$ cat config.mk
export PLATFORM = sky130hd
export DESIGN_NAME = fifo_pace_irq
export DESIGN_NICKNAME = d
export VERILOG_FILES = /design/src/rtl/pace_pkg.sv /design/src/rtl/pace_fifo.sv /design/src/rtl/pace_events.sv /design/src/rtl/pace_status.sv /design/src/rtl/fifo_pace_irq.sv
export SDC_FILE = /design/constraint.sdc
export NUM_CORES = 1
export LEC_CHECK = 0
export BUFFER_PORTS_ARGS = -buffer_cell sky130_fd_sc_hd__buf_2
export CELL_PAD_IN_SITES_DETAIL_PLACEMENT = 2
export CELL_PAD_IN_SITES_GLOBAL_PLACEMENT = 2
export CORE_UTILIZATION = 49
export DETAILED_ROUTE_END_ITERATION = 16
export PLACE_DENSITY_LB_ADDON = 0.1
export SLEW_MARGIN = 20
export SYNTH_ARGS = -nofsm -noshare
export SYNTH_HDL_FRONTEND = slang
export SYNTH_SLANG_ARGS = --single-unit
$ cat constraint.sdc
create_clock -name clk -period 8.3 [get_ports clk]
set_input_delay 0.83 -clock clk [delete_from_list [all_inputs] [get_ports clk]]
set_output_delay 0.83 -clock clk [all_outputs]
set_load 0.01 [all_outputs]
$ cat src/rtl/pace_pkg.sv
// Shared register indices, status bit positions and field layout for the
// FIFO pacing block. Assumes a 16-bit register port.
package pace_pkg;
    localparam int RW     = 16;  // register width
    localparam int THR_W  = 6;   // threshold field width
    localparam int NEV    = 4;   // number of status events
    localparam int TX_THR_LSB = 0;
    localparam int RX_THR_LSB = 8;
    localparam int CFG_TXCLR  = 6;
    localparam int CFG_RXCLR  = 14;

    localparam int EV_RX_RDY = 0;
    localparam int EV_RX_DRN = 1;
    localparam int EV_TX_RDY = 2;
    localparam int EV_TX_DRN = 3;

    typedef enum logic [2:0] {
        A_CFG   = 3'd0,
        A_COUNT = 3'd1,
        A_STAT  = 3'd2,
        A_RAW   = 3'd3,
        A_ENSET = 3'd4,
        A_ENCLR = 3'd5,
        A_DATA  = 3'd6,
        A_INFO  = 3'd7
    } pace_addr_e;
endpackage

$ cat src/rtl/pace_fifo.sv
// Synchronous FIFO with a level counter and a one-cycle clear.
// Assumes DEPTH is a power of two. A push when full and a pop when empty
// are dropped. A clear wins over a push or pop in the same cycle.
module pace_fifo #(
    parameter int DW    = 8,
    parameter int DEPTH = 16,
    localparam int AW   = $clog2(DEPTH),
    localparam int LW   = AW + 1
) (
    input  logic          clk,
    input  logic          rst_n,
    input  logic          clr,
    input  logic          push,
    input  logic [DW-1:0] push_data,
    input  logic          pop,
    output logic [DW-1:0] head,
    output logic [LW-1:0] level,
    output logic          full,
    output logic          empty
);
    logic [DW-1:0] mem [DEPTH];
    logic [AW-1:0] wp, rp;
    logic          do_push, do_pop;

    assign full    = (level == LW'(DEPTH));
    assign empty   = (level == '0);
    assign do_push = push && !full;
    assign do_pop  = pop && !empty;
    assign head    = mem[rp];

    // Storage write: only accepted pushes land in the array.
    always_ff @(posedge clk) begin
        if (do_push && !clr) mem[wp] <= push_data;
    end

    // Pointer and level upkeep, clear returns to the empty state.
    always_ff @(posedge clk) begin
        if (!rst_n || clr) begin
            wp    <= '0;
            rp    <= '0;
            level <= '0;
        end else begin
            if (do_push) wp <= wp + 1'b1;
            if (do_pop)  rp <= rp + 1'b1;
            level <= level + LW'(do_push) - LW'(do_pop);
        end
    end

    assert_full_push_dropped_R10: assert property (@(posedge clk) disable iff (!rst_n)
        (full && push && !pop && !clr) |=> full && (level == LW'(DEPTH)));
    assert_empty_pop_dropped_R10: assert property (@(posedge clk) disable iff (!rst_n)
        (empty && pop && !push && !clr) |=> empty);
    assert_clear_empties_R9: assert property (@(posedge clk) disable iff (!rst_n)
        clr |=> (level == '0));
endmodule

$ cat src/rtl/pace_events.sv
// Combinational event conditions from the FIFO levels, the thresholds
// (already converted to 1..64) and the remaining byte count.
// Draining is judged against the remaining count, not just the level.
module pace_events
    import pace_pkg::*;
#(
    parameter int LW = 5,
    parameter int CW = 16,
    localparam int TW = THR_W + 1,
    localparam int XW = ((CW > LW) ? CW : LW) + TW
) (
    input  logic           clk,
    input  logic           rst_n,
    input  logic [LW-1:0]  rx_level,
    input  logic [LW-1:0]  tx_level,
    input  logic [TW-1:0]  rx_thr,
    input  logic [TW-1:0]  tx_thr,
    input  logic [CW-1:0]  remaining,
    output logic [NEV-1:0] cond
);
    logic [XW-1:0] rl, tl, rt, tt, rem, unw;

    // Widen every operand to one compare width.
    always_comb begin
        rl  = XW'(rx_level);
        tl  = XW'(tx_level);
        rt  = XW'(rx_thr);
        tt  = XW'(tx_thr);
        rem = XW'(remaining);
        unw = (rem > tl) ? (rem - tl) : '0;
    end

    // Event conditions, one per status bit.
    always_comb begin
        cond            = '0;
        cond[EV_RX_RDY] = (rl >= rt);
        cond[EV_RX_DRN] = (rem == '0) && (rl != '0) && (rl < rt);
        cond[EV_TX_RDY] = (tl < tt) && (unw >= tt);
        cond[EV_TX_DRN] = (tl < tt) && (unw != '0) && (unw < tt);
    end

    assert_tx_ready_drain_apart_R6: assert property (@(posedge clk) disable iff (!rst_n)
        !(cond[EV_TX_RDY] && cond[EV_TX_DRN]));
    assert_rx_drain_needs_done_R4: assert property (@(posedge clk) disable iff (!rst_n)
        cond[EV_RX_DRN] |-> (remaining == '0) && !cond[EV_RX_RDY]);
endmodule

$ cat src/rtl/pace_status.sv
// Sticky status bits with write-one-to-clear, enable set/clear and the
// interrupt OR. A clear wins for one cycle; a still-true event sets the
// bit again on the following cycle.
module pace_status #(
    parameter int NEV = 4
) (
    input  logic           clk,
    input  logic           rst_n,
    input  logic [NEV-1:0] cond,
    input  logic [NEV-1:0] clr_mask,
    input  logic [NEV-1:0] en_set,
    input  logic [NEV-1:0] en_clr,
    output logic [NEV-1:0] status,
    output logic [NEV-1:0] enable,
    output logic           irq
);
    for (genvar i = 0; i < NEV; i++) begin : g_bit
        logic st_q, en_q;

        // Status latch: clear has priority, else the event sets it.
        always_ff @(posedge clk) begin
            if (!rst_n)           st_q <= 1'b0;
            else if (clr_mask[i]) st_q <= 1'b0;
            else if (cond[i])     st_q <= 1'b1;
        end

        // Enable latch: clear register has priority over set register.
        always_ff @(posedge clk) begin
            if (!rst_n)         en_q <= 1'b0;
            else if (en_clr[i]) en_q <= 1'b0;
            else if (en_set[i]) en_q <= 1'b1;
        end

        assign status[i] = st_q;
        assign enable[i] = en_q;

        assert_w1c_clears_R7: assert property (@(posedge clk) disable iff (!rst_n)
            clr_mask[i] |=> !status[i]);
        // Covers R3 R4 R5 R6: a true event always lands in its bit.
        assert_event_latches_R3: assert property (@(posedge clk) disable iff (!rst_n)
            (cond[i] && !clr_mask[i]) |=> status[i]);
        assert_enable_set_R8: assert property (@(posedge clk) disable iff (!rst_n)
            (en_set[i] && !en_clr[i]) |=> enable[i]);
        assert_enable_clr_R8: assert property (@(posedge clk) disable iff (!rst_n)
            en_clr[i] |=> !enable[i]);
    end

    assign irq = |(status & enable);
endmodule

$ cat src/rtl/fifo_pace_irq.sv
// Top of the FIFO pacing block: register decode, thresholds, remaining
// byte counter, both FIFOs, event logic and status bank.
// Assumes CW <= 16 and that one transfer moves bytes in one direction.
module fifo_pace_irq
    import pace_pkg::*;
#(
    parameter int DW         = 8,
    parameter int DEPTH_CODE = 1,
    parameter int CW         = 16
) (
    input  logic          clk,
    input  logic          rst_n,
    input  logic          reg_wr,
    input  logic          reg_rd,
    input  logic [2:0]    reg_addr,
    input  logic [RW-1:0] reg_wdata,
    output logic [RW-1:0] reg_rdata,
    input  logic          eng_rx_push,
    input  logic [DW-1:0] eng_rx_data,
    output logic          eng_rx_room,
    input  logic          eng_tx_pop,
    output logic [DW-1:0] eng_tx_data,
    output logic          eng_tx_avail,
    output logic          irq
);
    localparam int DEPTH = 8 << DEPTH_CODE;
    localparam int LW    = $clog2(DEPTH) + 1;
    localparam int TW    = THR_W + 1;

    pace_addr_e    addr;
    logic          wr_cfg, wr_cnt, wr_stat, wr_enset, wr_enclr, wr_data, rd_data;
    logic [THR_W-1:0] tx_thr_f, rx_thr_f;
    logic          tx_clr, rx_clr;
    logic [CW-1:0] remaining;
    logic          moved;
    logic [LW-1:0] tx_level, rx_level;
    logic          tx_full, tx_empty, rx_full, rx_empty;
    logic [DW-1:0] rx_head;
    logic [NEV-1:0] cond, status, enable;

    assign addr     = pace_addr_e'(reg_addr);
    assign wr_cfg   = reg_wr && (addr == A_CFG);
    assign wr_cnt   = reg_wr && (addr == A_COUNT);
    assign wr_stat  = reg_wr && (addr == A_STAT);
    assign wr_enset = reg_wr && (addr == A_ENSET);
    assign wr_enclr = reg_wr && (addr == A_ENCLR);
    assign wr_data  = reg_wr && (addr == A_DATA);
    assign rd_data  = reg_rd && (addr == A_DATA);
    assign tx_clr   = wr_cfg && reg_wdata[CFG_TXCLR];
    assign rx_clr   = wr_cfg && reg_wdata[CFG_RXCLR];

    // Threshold fields, stored as threshold minus one.
    always_ff @(posedge clk) begin
        if (!rst_n) begin
            tx_thr_f <= '0;
            rx_thr_f <= '0;
        end else if (wr_cfg) begin
            tx_thr_f <= reg_wdata[TX_THR_LSB +: THR_W];
            rx_thr_f <= reg_wdata[RX_THR_LSB +: THR_W];
        end
    end

    assign moved = (eng_rx_push && !rx_full) || (eng_tx_pop && !tx_empty);

    // Remaining byte counter: nonzero load, else count engine moves to 0.
    always_ff @(posedge clk) begin
        if (!rst_n)
            remaining <= '0;
        else if (wr_cnt && (reg_wdata[CW-1:0] != '0))
            remaining <= reg_wdata[CW-1:0];
        else if (moved && (remaining != '0))
            remaining <= remaining - 1'b1;
    end

    pace_fifo #(.DW(DW), .DEPTH(DEPTH)) i_tx_fifo (
        .clk(clk), .rst_n(rst_n), .clr(tx_clr),
        .push(wr_data), .push_data(reg_wdata[DW-1:0]),
        .pop(eng_tx_pop), .head(eng_tx_data),
        .level(tx_level), .full(tx_full), .empty(tx_empty)
    );

    pace_fifo #(.DW(DW), .DEPTH(DEPTH)) i_rx_fifo (
        .clk(clk), .rst_n(rst_n), .clr(rx_clr),
        .push(eng_rx_push), .push_data(eng_rx_data),
        .pop(rd_data), .head(rx_head),
        .level(rx_level), .full(rx_full), .empty(rx_empty)
    );

    pace_events #(.LW(LW), .CW(CW)) i_events (
        .clk(clk), .rst_n(rst_n),
        .rx_level(rx_level), .tx_level(tx_level),
        .rx_thr(TW'(rx_thr_f) + 1'b1), .tx_thr(TW'(tx_thr_f) + 1'b1),
        .remaining(remaining), .cond(cond)
    );

    pace_status #(.NEV(NEV)) i_status (
        .clk(clk), .rst_n(rst_n), .cond(cond),
        .clr_mask(wr_stat  ? reg_wdata[NEV-1:0] : '0),
        .en_set  (wr_enset ? reg_wdata[NEV-1:0] : '0),
        .en_clr  (wr_enclr ? reg_wdata[NEV-1:0] : '0),
        .status(status), .enable(enable), .irq(irq)
    );

    assign eng_rx_room  = !rx_full;
    assign eng_tx_avail = !tx_empty;

    // Read data multiplexer for the register port.
    always_comb begin
        unique case (addr)
            A_CFG:   reg_rdata = {2'b00, rx_thr_f, 2'b00, tx_thr_f};
            A_COUNT: reg_rdata = RW'(remaining);
            A_STAT:  reg_rdata = RW'(status & enable);
            A_RAW:   reg_rdata = RW'(status);
            A_ENSET: reg_rdata = RW'(enable);
            A_ENCLR: reg_rdata = RW'(enable);
            A_DATA:  reg_rdata = rx_empty ? '0 : RW'(rx_head);
            A_INFO:  reg_rdata = {13'b0, 3'(DEPTH_CODE)};
            default: reg_rdata = '0;
        endcase
    end

    assert_count_step_R11: assert property (@(posedge clk) disable iff (!rst_n)
        (moved && !wr_cnt && (remaining != '0)) |=> (remaining == $past(remaining) - 1'b1));
    assert_zero_len_ignored_R11: assert property (@(posedge clk) disable iff (!rst_n)
        (wr_cnt && (reg_wdata[CW-1:0] == '0) && !moved) |=> $stable(remaining));
    assert_count_floor_R11: assert property (@(posedge clk) disable iff (!rst_n)
        (remaining == '0 && !wr_cnt) |=> (remaining == '0));
endmodule

==> out/qor.txt <==
Status -> completed
Synth unique cells -> 68
PostCTS Resize Cnt -> 0
Fmax -> 0.245 GHz
R2R setup slack -> 4.68 ns
Fin crit period -> 4.08 ns
Pre-CTS WS -> 4.41 ns
Vias -> 8714
Hold Path Class -> reg2reg
Startpoint types -> register
Die width -> 172 µm
GR Layer Usage met2 -> 0.541
Cell Area, Placed -> 14900 µm²
Post-synth EDFFs -> 256
Max IR drop VDD -> 243 µV
Die Height -> 172 µm
Synth warn -> 0
Finished Cell Area -> 16100 µm²
Biggest area consumer among synthesized cells -> edfxtp_1
Hold path startpoint -> rx_thr_f[0]
Setup violations, final -> 0
Cell area after synthesis -> 14200 µm²
Sequential-to-total area share from yosys stat -> 0.638
Starting density of the core -> 0.498
Max Cap Violations -> 0
WL final -> 42700 µm
RSZ-0062 raised after global routing -> false
Total GRT Usage -> 0.300
Root buffer cell -> clkbuf_16
Routed Antenna Nets -> 0
CTS tree -> built
Number of buffers created by CTS -> 36
Cell Chain, Critical Path -> buf_4 -> mux4_2 -> mux4_2 -> nand2_1 -> a22oi_1 -> buf_2
Reg clk slew, reported paths -> 0.06 ns
Die area -> 29700 µm²
Grt peak-use layer -> met2
Worst skew pair latency -> 0.52 ns
Leakage power -> 5.40 nW
Initial antenna violation count -> 1
Rel. slew slack -> 0.228
Tot Pwr -> 5.17 mW
I/O Buffers -> 59
Crit path DAT -> 3.25 ns
First-pass GRT wire length -> 62700 µm
GR met1 Demand/Resource -> 0.377
Slew Limit Fails -> 0
Average cell area after synthesis -> 15.1 µm²
Std-Cell Rows -> 62
Crit end category -> output port
Met3 usage -> 0.0439
Grt ovf -> 0
Most frequent cell after synthesis -> edfxtp_1
Mean number of vias per cell -> 6.13
PD cells -> 320 nW/µm²
# IOs -> 60
Worst-margin pin slew -> 1.14 ns
Vias in the first global route -> 9477
CTS H-tree lvls -> 2
CP max FO -> 17
P&R area growth vs syn -> 13.4%
Placer Congestion -> 0.827
Crit-path max cell delay -> 0.71 ns
Setup tns final -> 0 ns
Reg2Reg Depth -> 15
Post-synth top cells -> edfxtp_1 (256), nor2_1 (85), mux4_2 (80)
Critical path class -> reg2out
Fraction of layout cells with a size suffix above 1 -> 0.213
Hold Crit Depth -> 2
Synth area leaders -> edfxtp_1 (54%), mux4_2 (13%), dfxtp_1 (9.8%)
Ys async rst share -> 0
Largest net degree at the start of global routing -> 33
Post-CTS setup buffer count -> 0
Nets -> 1092
Post-synthesis cell count -> 942
Hold Path End -> rx_thr_f[0]
R2R Path Start -> i_rx_fifo.level[2]
Final hold slack -> 0.510 ns
Remaining DRCs -> 0
Fin crit share -> 0.492
Number of DRC markers in iteration 0 -> 638
Hold buffer count at cts -> 0
Yosys reg bits -> 326
Area share of the largest cell type after synthesis -> 0.540
Pre-antenna DRT Iters -> 5
Most frequent CP cell -> mux4_2
Reg2Reg Capture Point -> i_rx_fifo.level[4]
Main flop type after synthesis -> edfxtp_1
Final Hold Viols -> 0
WL/cell -> 30.0 µm
Data required, critical path -> 7.47 ns
Slowest-stage cell, CP -> dfxtp_2
Core area -> 28600 µm²
Worst Skew -> 0.0196 ns
Hpwl dp -> 29300 µm
CTS Buffer Depth -> 3
Min setup slack post-route -> 4.22 ns
Post-synthesis net count -> 1024
CTS sink count -> 326
-- routing by layer --
layer  wire length [µm]  vias up
met5                  9        -
met4                978        2
met3               2000       76
met2              22600      257
met1              17000     4615
li1                   -     3764
-- critical path, delay by kind of cell, from the launching register on --
kind / cells / cell delay, ns
AO/OA/AOI/OAI: 1 / 0.11
buffers and inverters: 2 / 0.66
flip-flops: 1 / 0.71
multiplexers: 2 / 1.10
AND/OR/NAND/NOR: 1 / 0.15
-- report_power, final --
group          total, mW  internal (mW)  switching [mW]
logic               1.51          0.653           0.856
clock network       1.67           1.01           0.657
registers           1.99           1.85           0.134
total               5.17           3.52            1.65
-- area by class of cell --
| class | count | area [µm²] |
|---|---|---|
| inverters | 38 | 143 |
| well taps | 384 | 480 |
| clock inverters | 17 | 221 |
| diodes | 1 | 2.50 |
| fillers | 2418 | 12500 |
| clock buffers | 48 | 1010 |
| repair buffers | 70 | 378 |
| flip-flops and latches | 326 | 9090 |
| multi-input cells | 538 | 4820 |
-- cell families (layout without fill, tap and decap cells) --
| logic type | after synthesis | after routing | synth area share |
|---|---|---|---|
| flip-flops | 326 | 326 | 0.638 |
| AND/OR/NAND/NOR | 242 | 242 | 0.0824 |
| AO/OA/AOI/OAI | 120 | 120 | 0.0550 |
| multiplexers | 84 | 84 | 0.129 |
| buffers and inverters | 78 | 173 | 0.0240 |
| adder cells (fa/ha/maj) | 49 | 49 | 0.0446 |
| XOR/XNOR | 43 | 43 | 0.0264 |
| other | 0 | 1 | 0 |
-- per-stage QoR --
step                 util  cells
CTS                 0.564   1421
finish              0.564   1422
global placement    0.521   1356
global route        0.564   1421
floorplan               -    942
detailed placement  0.521   1356
-- flip-flops by register name (all words and copies together), names as in the netlist, named ones only --
signal               count
i_rx_fifo.wp             4
i_tx_fifo.wp             4
i_rx_fifo.rp             4
tx_thr_f                 6
i_status.g_bit.en_q      4
i_tx_fifo.mem          128
i_status.g_bit.st_q      4
remaining               16
i_tx_fifo.rp             4
i_rx_fifo.mem          128
rx_thr_f                 6
i_rx_fifo.level          5
i_tx_fifo.level          5
-- how the worst max path moves through the flow --
stage | to | slack [ns] | cells after the start
after floorplan | i_rx_fifo.level[4] | 5.23 | 14
after global placement | i_rx_fifo.level[4] | 4.65 | 14
after detailed placement | i_rx_fifo.level[4] | 4.41 | 14
after CTS | reg_rdata[0] | 4.16 | 6
after global routing | reg_rdata[0] | 4.00 | 6
final | reg_rdata[0] | 4.22 | 6
-- placed cells by master, fill, tap and decap left out, types with 4 or more instances in the layout --
cell and n:
a21oi_1 39, a22o_1 6, a22oi_1 5, a311oi_1 4
and3_1 5, buf_2 59, buf_4 11, bufinv_16 5
clkbuf_1 8, clkbuf_16 38, clkinv_1 5, clkinv_2 4
dfxtp_1 68, edfxtp_1 256, ha_1 46, inv_1 38
mux2i_1 4, mux4_2 80, nand2_1 67, nand2b_1 5
nand3_1 13, nand3b_1 5, nand4_1 6, nor2_1 84
nor2b_1 5, nor3_1 12, nor4_1 9, o21a_1 9
o21ai_0 27, o221ai_1 4, or3_1 6, xnor2_1 24
xor2_1 19
No activity file was read; power rests on OpenSTA's default activity.
